`src/rtl/norm_pkg.sv`:
```
// Shared sizes and mode encoding for the leading-one normalizer.
// Assumes the mantissa splits into two equal power-of-two halves.
package norm_pkg;
    localparam int NORM_EXP_W  = 16;
    localparam int NORM_MANT_W = 64;

    typedef enum logic {
        MODE_FREE  = 1'b0,
        MODE_CLAMP = 1'b1
    } norm_mode_e;
endpackage

```
`src/rtl/lzc_half.sv`:
```
// Leading-zero counter for one mantissa word.
// Output cnt is W when the word is all zero. Purely combinational.
module lzc_half #(
    parameter int W     = 32,
    localparam int CW   = $clog2(W) + 1
) (
    input  logic [W-1:0]  vec,
    output logic [CW-1:0] cnt,
    output logic          all_zero
);
    // Scan from LSB upward so the highest set bit gives the final count
    always_comb begin
        cnt = CW'(W);
        for (int i = 0; i < W; i++) begin
            if (vec[i]) cnt = CW'(W - 1 - i);
        end
    end

    // Flag an empty word
    assign all_zero = ~|vec;
endmodule

```
`src/rtl/lzc_wide.sv`:
```
// Full-width leading-zero counter built from two half-word counters.
// The upper half wins. When it is empty, the lower count is added to HALF.
module lzc_wide #(
    parameter int W     = 64,
    localparam int HALF = W / 2,
    localparam int HCW  = $clog2(HALF) + 1,
    localparam int CW   = $clog2(W) + 1
) (
    input  logic [W-1:0]  vec,
    output logic [CW-1:0] cnt,
    output logic          all_zero
);
    logic [HCW-1:0] part_cnt  [2];
    logic           part_zero [2];

    // One counter per half word; index 1 is the upper half
    for (genvar g = 0; g < 2; g++) begin : g_half
        lzc_half #(.W(HALF)) u_half (
            .vec      (vec[g*HALF +: HALF]),
            .cnt      (part_cnt[g]),
            .all_zero (part_zero[g])
        );
    end

    // Merge the two half counts with upper-word priority
    always_comb begin
        if (part_zero[1]) cnt = CW'(HALF) + CW'(part_cnt[0]);
        else              cnt = CW'(part_cnt[1]);
    end

    assign all_zero = part_zero[0] & part_zero[1];
endmodule

```
`src/rtl/shl_barrel.sv`:
```
// Logarithmic left shifter, zero filled from the LSB side.
// One mux stage per amount bit. Shift amounts up to W-1 only.
module shl_barrel #(
    parameter int W     = 64,
    localparam int AW   = $clog2(W)
) (
    input  logic [W-1:0]  data,
    input  logic [AW-1:0] amt,
    output logic [W-1:0]  result
);
    logic [W-1:0] stage [AW+1];

    assign stage[0] = data;

    // Each stage conditionally shifts by a power of two
    for (genvar s = 0; s < AW; s++) begin : g_stage
        assign stage[s+1] = amt[s] ? (stage[s] << (1 << s)) : stage[s];
    end

    assign result = stage[AW];
endmodule

```
`src/rtl/lead_one_normalizer.sv`:
```
// Normalizes an exponent/mantissa pair by moving the leading one to the MSB.
// Clamped mode stops the exponent at zero, leaving a denormal. Free mode
// wraps the exponent. A zero mantissa gives exponent zero. One register stage.
// Assumes EXP_W is wider than the shift count and can hold MANT_W.
module lead_one_normalizer
    import norm_pkg::*;
#(
    parameter int EXP_W  = NORM_EXP_W,
    parameter int MANT_W = NORM_MANT_W,
    localparam int CW    = $clog2(MANT_W) + 1,
    localparam int AW    = $clog2(MANT_W)
) (
    input  logic              clk,
    input  logic              rst_n,
    input  logic              in_valid,
    input  logic              norm_clamp,
    input  logic [EXP_W-1:0]  in_exp,
    input  logic [MANT_W-1:0] in_mant,
    output logic              out_valid,
    output logic [EXP_W-1:0]  out_exp,
    output logic [MANT_W-1:0] out_mant
);
    localparam logic [EXP_W-1:0] EXP_LIMIT = EXP_W'(MANT_W);

    norm_mode_e         mode;
    logic [CW-1:0]      lz;
    logic               mant_zero;
    logic [EXP_W-1:0]   lz_ext;
    logic               clamp_hit;
    logic [AW-1:0]      shift_amt;
    logic [MANT_W-1:0]  shifted;
    logic [EXP_W-1:0]   exp_next;

    assign mode   = norm_mode_e'(norm_clamp);
    assign lz_ext = EXP_W'(lz);

    lzc_wide #(.W(MANT_W)) u_lzc (
        .vec      (in_mant),
        .cnt      (lz),
        .all_zero (mant_zero)
    );

    // Decide whether the exponent limits the shift
    always_comb begin
        clamp_hit = (mode == MODE_CLAMP) && (in_exp < EXP_LIMIT) && (lz_ext > in_exp);
    end

    // Pick the shift distance and the new exponent
    always_comb begin
        if (mant_zero) begin
            shift_amt = '0;
            exp_next  = '0;
        end else if (clamp_hit) begin
            shift_amt = in_exp[AW-1:0];
            exp_next  = '0;
        end else begin
            shift_amt = lz[AW-1:0];
            exp_next  = in_exp - lz_ext;
        end
    end

    shl_barrel #(.W(MANT_W)) u_shift (
        .data   (in_mant),
        .amt    (shift_amt),
        .result (shifted)
    );

    // Output register: capture on valid, hold otherwise
    always_ff @(posedge clk) begin
        if (!rst_n) begin
            out_valid <= 1'b0;
            out_exp   <= '0;
            out_mant  <= '0;
        end else begin
            out_valid <= in_valid;
            if (in_valid) begin
                out_exp  <= exp_next;
                out_mant <= shifted;
            end
        end
    end
endmodule

```
`config.mk`:
```
export PLATFORM = sky130hd
export DESIGN_NAME = lead_one_normalizer
export DESIGN_NICKNAME = d
export VERILOG_FILES = /design/src/rtl/norm_pkg.sv /design/src/rtl/lzc_half.sv /design/src/rtl/lzc_wide.sv /design/src/rtl/shl_barrel.sv /design/src/rtl/lead_one_normalizer.sv
export SDC_FILE = /design/constraint.sdc
export NUM_CORES = 1
export LEC_CHECK = 0
export BUFFER_PORTS_ARGS = -buffer_cell sky130_fd_sc_hd__buf_4
export CAP_MARGIN = 25
export CORE_UTILIZATION = 30
export CTS_BUF_LIST = sky130_fd_sc_hd__clkbuf_8 sky130_fd_sc_hd__clkbuf_16
export DETAILED_ROUTE_END_ITERATION = 8
export GPL_ROUTABILITY_DRIVEN = 1
export SETUP_SLACK_MARGIN = 0.1
export SLEW_MARGIN = 10
export SYNTH_ARGS = -nofsm -noshare
export SYNTH_HDL_FRONTEND = slang
export SYNTH_SLANG_ARGS = --single-unit
```
`constraint.sdc`:
```
create_clock -name clk -period 11.16 [get_ports clk]
set_input_delay 1.674 -clock clk [delete_from_list [all_inputs] [get_ports clk]]
set_output_delay 1.674 -clock clk [all_outputs]
set_load 0.005 [all_outputs]
```
# Yosys cells after proc, flatten, opt, wreduce, memory -nomap -nowiden
# Cells that the tools add are included.
# word_totals
output_inout_bits,81
register_bits,81
in_bits,84
word_cells,89
# op_classes
n_bitwise,1
order_cmp,2
muxes,75
addsub,2
n_reduce_logical,6
# ops
op,count
$mux W6,66
$mux W64,6
$reduce_or A32 Y1,2
$mux W16,2
$gt A7 B16 Y1,1
$lt A16 B7 Y1 const B,1
$sub A16 B7 Y16,1
$add A6 B6 Y7 const A,1
$mux W7,1
$logic_and A1 B1 Y1,2
$logic_not A1 Y1,2
$and A1 B1 Y1,1

# Depth between registers and ports, before layout
# depth
depth_word,44
ltp_mapped,24
mapped_depth_nobuf,20

# Hierarchy
# From an unflattened synthesis, not the netlist that was laid out.
# unflattened
hier_cells,952
area_unflattened_um2,8762.2
# by_module_without_submodules
mod,seq_area_each_um2,area_each_um2,instances,cells_each
shl_barrel,0.0,4317.9,1,474
lead_one_normalizer,1621.6,3545.9,1,336
lzc_half,0.0,394.1,2,66
lzc_wide,0.0,110.1,1,10

# Worst setup path after synthesis
# OpenSTA, ideal clock, no wires.
# synth_path
kind,input-to-reg
startpoint,input port in_mant[40]
endpoint,register out_mant[59]
stages,23
setup_slack_ps,4838
setup_ps,127
arrival_time_ps,6195
cell_sequence,nor4_2 and4_1 nand2_2 nor3_1 a22o_1 ha_1 inv_1 fa_1 a211oi_1 o2111ai_1 a21o_1 buf_2 nor2_1 nor3_4 nor2_8 buf_8 buf_6 mux2_1 a21oi_2 nor4_1 a211oi_1 nand2_1 or3_1
# synth_via
elab_chain_len,35
# synth_rtl
item,line,source
start: declaration,lead_one_normalizer.sv:18,"input logic [MANT_W-1:0] in_mant,"
$mux W6 (24 in series),lzc_half.sv:15,if (vec[i]) cnt = CW'(W - 1 - i);
$mux W7,lzc_wide.sv:27,if (part_zero[1]) cnt = CW'(HALF) + CW'(part_cnt[0]);
$gt A7 B16 Y1,lead_one_normalizer.sv:45,clamp_hit = (mode == MODE_CLAMP) && (in_exp < EXP_LIMIT) && (lz_ext > in_exp);
$logic_and A1 B1 Y1,lead_one_normalizer.sv:45,
$mux W6,lead_one_normalizer.sv:53,end else if (clamp_hit) begin
$mux W6,lead_one_normalizer.sv:50,if (mant_zero) begin
$mux W64 (5 in series),shl_barrel.sv:17,assign stage[s+1] = amt[s] ? (stage[s] << (1 << s)) : stage[s];
$mux W64 *,shl_barrel.sv:17,
end signal: assignment,lead_one_normalizer.sv:78,out_mant <= shifted;
end: declaration,lead_one_normalizer.sv:21,output logic [MANT_W-1:0] out_mant
# Every way passes the cells marked *; elsewhere a longest branch is shown, timed or not.
# A chain may end at the register's enable or synchronous reset.

# Worst setup path after layout
# layout_path
startpoint,input port in_mant[40]
endpoint,register out_mant[63]
# Same word-level chain as after synthesis.

==> impl_metrics.prom <==
# TYPE chip_impl_metric gauge
chip_impl_metric{name="synth_sequential_area_ratio",unit="%"} 21.1
chip_impl_info{name="synth_area_leader_cell",value="sky130_fd_sc_hd__dfxtp_1"} 1
chip_impl_metric{name="grt_util_all_layers",unit="%"} 23.0
chip_impl_metric{name="cts-buffers-inserted",unit=""} 9
chip_impl_metric{name="fin_cells",unit=""} 1432
chip_impl_info{name="crit_path_start_kind",value="primary input"} 1
chip_impl_metric{name="drcViolationCount",unit=""} 0
chip_impl_metric{name="clock_power_share",unit="%"} 30.5
chip_impl_metric{name="vias_per_cell",unit=""} 5.97
chip_impl_metric{name="fmax",unit="MHz"} 124
chip_impl_metric{name="port-buffer-count",unit=""} 164
chip_impl_metric{name="combinationalPowerShare",unit="%"} 35.6
chip_impl_metric{name="areaGrowthSynthToFinish",unit="%"} 23.0
chip_impl_metric{name="dr.pass1.iters",unit=""} 5
chip_impl_metric{name="normalized_max_slew_margin",unit="%"} 25.4
chip_impl_metric{name="fin_util",unit="%"} 37.6
chip_impl_metric{name="worst-path-max-fanout",unit=""} 17
chip_impl_info{name="hold_path_startpoint",value="out_mant[29]$_SDFFE_PN0P_"} 1
chip_impl_metric{name="grt_pass1_wl",unit="um"} 47100
chip_impl_metric{name="ir_drop",unit="mV"} 0.0600
chip_impl_metric{name="synthArstFlopShare",unit="%"} 0
chip_impl_metric{name="power_switching",unit="uW"} 355
chip_impl_metric{name="grt_max_degree",unit=""} 73
chip_impl_metric{name="ios",unit=""} 165
chip_impl_info{name="rsz_0062_raised_after_global_routing",value="no"} 1
chip_impl_metric{name="tightestPinTransition",unit="ns"} 1.11
chip_impl_metric{name="detail-route-antenna-nets",unit=""} 0
chip_impl_metric{name="cp.required",unit="ns"} 11.42
chip_impl_metric{name="internal-power",unit="uW"} 617
chip_impl_info{name="clock-root-buffer",value="sky130_fd_sc_hd__clkbuf_16"} 1
chip_impl_metric{name="worst_skew_pair.late_latency",unit="ns"} 0.35
chip_impl_metric{name="synth_area_per_cell",unit="um2"} 7.91
chip_impl_metric{name="final_antenna_diode_count",unit=""} 0
chip_impl_info{name="path_class",value="primary input to register"} 1
chip_impl_metric{name="initial_utilization",unit="%"} 30.6
chip_impl_metric{name="fin_setup_tns",unit="ns"} 0
chip_impl_metric{name="die_y",unit="um"} 162
chip_impl_metric{name="post_route_cells_drive_above_1_share",unit="%"} 23.4
chip_impl_metric{name="finalSetupViolCount",unit=""} 0
chip_impl_metric{name="place_ws",unit="ns"} 2.87
chip_impl_metric{name="cap_violations",unit=""} 0
chip_impl_metric{name="regToRegSetupSlack",unit="ns"} 10.00
chip_impl_metric{name="post_synth_num_cell_types",unit=""} 89
chip_impl_metric{name="final_net_count",unit=""} 1189
chip_impl_metric{name="critical_path_arrival",unit="ns"} 8.32
chip_impl_metric{name="final_min_period_over_clock_period",unit="%"} 72.3
chip_impl_metric{name="static-leakage-power",unit="nW"} 4.16
chip_impl_metric{name="clock_skew",unit="ns"} 0
chip_impl_metric{name="detail_route.wl_per_cell",unit="um"} 21.7
chip_impl_info{name="run_status",value="finished clean"} 1
chip_impl_info{name="cts_tree",value="built"} 1
chip_impl_metric{name="placedCellCount",unit=""} 1416
chip_impl_metric{name="synth_warn",unit=""} 0
chip_impl_metric{name="cts.sink_count",unit=""} 81
chip_impl_metric{name="place_congestion",unit=""} 0.922
chip_impl_metric{name="sw_frac_of_total",unit="%"} 36.5
chip_impl_metric{name="wirelength_routed",unit="um"} 31100
chip_impl_metric{name="floorplan.die.width",unit="um"} 162
chip_impl_metric{name="detailroute.via_count",unit=""} 8553
chip_impl_metric{name="gr-total-overflow",unit=""} 0
chip_impl_metric{name="period_minus_slack",unit="ns"} 8.07
chip_impl_metric{name="power.total",unit="uW"} 972
chip_impl_metric{name="floorplan.die_area",unit="um2"} 26300
chip_impl_metric{name="worst_slack_on_hold_paths",unit="ns"} 0.451
chip_impl_metric{name="netlist_instances",unit=""} 974
chip_impl_metric{name="postPlaceCellArea",unit="um2"} 9190
chip_impl_metric{name="rows",unit=""} 58
chip_impl_metric{name="finish.instance_area",unit="um2"} 9480
chip_impl_metric{name="ys_ff_latch",unit=""} 81
chip_impl_metric{name="power-per-cell-area",unit="nW/um2"} 103
chip_impl_metric{name="pwr-share-seq",unit="%"} 33.9
chip_impl_info{name="crit-reg2reg-capture",value="out_mant[54]$_SDFFE_PN0P_"} 1
chip_impl_info{name="crit-reg2reg-launch",value="out_mant[54]$_SDFFE_PN0P_"} 1
chip_impl_metric{name="cts.reportedPaths.clkPinSlew",unit="ns"} 0.06
chip_impl_info{name="hold-path-endpoint",value="out_mant[29]$_SDFFE_PN0P_"} 1
chip_impl_metric{name="timing.final.max_slew_violations",unit=""} 0
chip_impl_info{name="worst_hold_path_type",value="register to register"} 1
chip_impl_info{name="cell_types_with_the_largest_area_share_after_synthesis",value="sky130_fd_sc_hd__dfxtp_1, sky130_fd_sc_hd__mux2i_1, sky130_fd_sc_hd__nand2_1, sky130_fd_sc_hd__o21ai_0, sky130_fd_sc_hd__mux2_2"} 1
chip_impl_metric{name="cts_hold_buf",unit=""} 0
chip_impl_metric{name="drt_iter0_drc",unit=""} 1028
chip_impl_metric{name="synth_largest_type_area_fraction",unit="%"} 21.1
chip_impl_metric{name="final_critical_path_setup_slack",unit="ns"} 3.09
chip_impl_metric{name="h-tree-depth",unit=""} 3
chip_impl_metric{name="via_count_of_the_first_global_routing_pass",unit=""} 7902
chip_impl_info{name="synth_top_flop_cell",value="sky130_fd_sc_hd__dfxtp_1"} 1
chip_impl_metric{name="layout.filler_cells",unit=""} 2681
chip_impl_metric{name="whs_path_depth",unit=""} 2
chip_impl_metric{name="clock_path_buffers",unit=""} 2
chip_impl_metric{name="post-cts-setup-buffer-count",unit=""} 0
chip_impl_metric{name="synth_edf_count",unit=""} 0
chip_impl_metric{name="reg2regPathDepth",unit=""} 3
chip_impl_metric{name="post_synthesis_cell_area",unit="um2"} 7700
chip_impl_metric{name="hpwlAfterDp",unit="um"} 24100
chip_impl_metric{name="cts_resized",unit=""} 0
chip_impl_metric{name="synth.net_count",unit=""} 1066
chip_impl_info{name="critical_path.endpoint_type",value="register"} 1
chip_impl_metric{name="design.core.area",unit="um2"} 25200
chip_impl_metric{name="number_of_hold_slack_violations_in_the_final_timing_report",unit=""} 0
chip_impl_metric{name="initial_antenna_violation_count",unit=""} 0
==> critical path, stage by stage <==
cell                        delay (ns)
sky130_fd_sc_hd__buf_4            0.13
sky130_fd_sc_hd__nor4_2           0.32
sky130_fd_sc_hd__and4_1           0.33
sky130_fd_sc_hd__nand2_2          0.13
sky130_fd_sc_hd__nor4b_1          0.70
sky130_fd_sc_hd__nor2_1           0.16
sky130_fd_sc_hd__fa_1             0.46
sky130_fd_sc_hd__a211oi_1         0.33
sky130_fd_sc_hd__o2111ai_1        0.19
sky130_fd_sc_hd__and2_0           0.26
sky130_fd_sc_hd__nor2_1           0.60
sky130_fd_sc_hd__nand3_1          0.60
sky130_fd_sc_hd__nand2_1          0.74
sky130_fd_sc_hd__a21boi_0         0.20
sky130_fd_sc_hd__o22a_1           0.27
sky130_fd_sc_hd__a21oi_2          0.40
sky130_fd_sc_hd__mux2i_1          0.23
sky130_fd_sc_hd__mux2_2           0.35
sky130_fd_sc_hd__a211oi_1         0.23
==> registers in the layout (all words and copies together), names as in the netlist <==
register,cells
out_mant,64
out_exp,16
out_valid,1
==> Yosys cell counts (4+ instances only) <==
cell / count
sky130_fd_sc_hd__mux2i_1: 117
sky130_fd_sc_hd__nand2_1: 104
sky130_fd_sc_hd__dfxtp_1: 81
sky130_fd_sc_hd__nor2_1: 68
sky130_fd_sc_hd__o21ai_0: 67
sky130_fd_sc_hd__a21oi_1: 49
sky130_fd_sc_hd__clkbuf_1: 39
sky130_fd_sc_hd__nor3_1: 27
sky130_fd_sc_hd__mux2_2: 26
sky130_fd_sc_hd__o22a_1: 24
sky130_fd_sc_hd__nand3_1: 23
sky130_fd_sc_hd__inv_1: 19
sky130_fd_sc_hd__a22oi_1: 17
sky130_fd_sc_hd__a22o_1: 16
sky130_fd_sc_hd__buf_2: 15
sky130_fd_sc_hd__o211ai_1: 15
sky130_fd_sc_hd__nor4_1: 14
sky130_fd_sc_hd__a21o_1: 13
sky130_fd_sc_hd__o221ai_1: 12
sky130_fd_sc_hd__o21ai_1: 11
sky130_fd_sc_hd__and2_1: 10
sky130_fd_sc_hd__a221o_1: 8
sky130_fd_sc_hd__a2bb2oi_1: 8
sky130_fd_sc_hd__buf_1: 8
sky130_fd_sc_hd__nor2b_1: 8
sky130_fd_sc_hd__o22ai_1: 8
sky130_fd_sc_hd__a211o_1: 7
sky130_fd_sc_hd__ha_1: 7
sky130_fd_sc_hd__xnor2_1: 7
sky130_fd_sc_hd__a211oi_1: 6
sky130_fd_sc_hd__a31oi_1: 6
sky130_fd_sc_hd__a32oi_1: 6
sky130_fd_sc_hd__o31ai_1: 6
sky130_fd_sc_hd__or3_1: 6
sky130_fd_sc_hd__xor2_1: 6
sky130_fd_sc_hd__a21oi_2: 5
sky130_fd_sc_hd__and3_1: 5
sky130_fd_sc_hd__nand2b_1: 5
sky130_fd_sc_hd__o21bai_1: 5
sky130_fd_sc_hd__nor4_2: 4
sky130_fd_sc_hd__o21a_1: 4
sky130_fd_sc_hd__o311ai_0: 4
==> how the worst max path moves through the flow <==
stage | from | endpoint | slack (ns) | cells after the start
after global routing | in_mant[40] | out_mant[63]$_SDFFE_PN0P_ | 2.73 | 19
after floorplan | in_mant[40] | out_mant[59]$_SDFFE_PN0P_ | 4.84 | 23
final | in_mant[40] | out_mant[63]$_SDFFE_PN0P_ | 3.09 | 19
after detailed placement | in_mant[40] | out_mant[63]$_SDFFE_PN0P_ | 2.87 | 19
after CTS | in_mant[40] | out_mant[63]$_SDFFE_PN0P_ | 3.23 | 19
after global placement | in_mant[48] | out_mant[63]$_SDFFE_PN0P_ | 2.97 | 19
==> logic make-up after synthesis <==
family                   share of synthesized area [%]
AND/OR/NAND/NOR                                   19.6
flip-flops                                        21.1
adder cells (fa/ha/maj)                           1.40
multiplexers                                      20.0
AO/OA/AOI/OAI                                     31.6
buffers and inverters                             4.92
XOR/XNOR                                          1.48
==> layer usage <==
layer	share of wire (%)	track usage (%)
met5	0	0
met4	1.8	6.00
met3	9.5	4.62
met2	41	32.8
met1	48	34.5
==> cells in the final DEF (no fill, tap or decap), types with 6 or more instances in the layout <==
cell type | synthesis | routed
sky130_fd_sc_hd__o21ai_1 | 11 | 10
sky130_fd_sc_hd__a21oi_1 | 49 | 49
sky130_fd_sc_hd__xor2_1 | 6 | 6
sky130_fd_sc_hd__o22a_1 | 24 | 24
sky130_fd_sc_hd__o21ai_0 | 67 | 67
sky130_fd_sc_hd__and2_1 | 10 | 10
sky130_fd_sc_hd__mux2_2 | 26 | 26
sky130_fd_sc_hd__a221o_1 | 8 | 8
sky130_fd_sc_hd__nor2_1 | 68 | 68
sky130_fd_sc_hd__a211o_1 | 7 | 7
sky130_fd_sc_hd__inv_1 | 19 | 19
sky130_fd_sc_hd__nand2_1 | 104 | 102
sky130_fd_sc_hd__dfxtp_1 | 81 | 81
sky130_fd_sc_hd__or3_1 | 6 | 6
sky130_fd_sc_hd__a32oi_1 | 6 | 6
sky130_fd_sc_hd__nor3_1 | 27 | 27
sky130_fd_sc_hd__a31oi_1 | 6 | 6
sky130_fd_sc_hd__buf_4 | 0 | 178
sky130_fd_sc_hd__o211ai_1 | 15 | 15
sky130_fd_sc_hd__clkbuf_16 | 0 | 9
sky130_fd_sc_hd__o22ai_1 | 8 | 8
sky130_fd_sc_hd__a21o_1 | 13 | 13
sky130_fd_sc_hd__ha_1 | 7 | 7
sky130_fd_sc_hd__nand3_1 | 23 | 23
sky130_fd_sc_hd__o31ai_1 | 6 | 6
sky130_fd_sc_hd__a22o_1 | 16 | 16
sky130_fd_sc_hd__a22oi_1 | 17 | 17
sky130_fd_sc_hd__nor4_1 | 14 | 14
sky130_fd_sc_hd__mux2i_1 | 117 | 117
sky130_fd_sc_hd__nor2b_1 | 8 | 7
sky130_fd_sc_hd__a2bb2oi_1 | 8 | 8
sky130_fd_sc_hd__xnor2_1 | 7 | 7
sky130_fd_sc_hd__o221ai_1 | 12 | 12
==> power by group through the flow <==
stage                     combinational (mW)  sequential (mW)  clock (mW)
after global routing                   0.371            0.331       0.312
after CTS                              0.339            0.329       0.302
after global placement                 0.336            0.335           0
after detailed placement               0.337            0.335           0
final                                  0.346            0.329       0.297
after floorplan                        0.189            0.332           0
==> cell type report <==
| class | count | area (um2) | area share (%) |
|---|---|---|---|
| tap | 330 | 413 | 4.36 |
| inverter | 21 | 78.8 | 0.832 |
| sequential | 81 | 1620 | 17.1 |
| multi-input combinational | 806 | 5740 | 60.5 |
| clock inverter | 6 | 50.0 | 0.528 |
| clock buffer | 10 | 239 | 2.52 |
| timing repair buffer | 178 | 1340 | 14.1 |
Power figures use the tool's default switching activity.
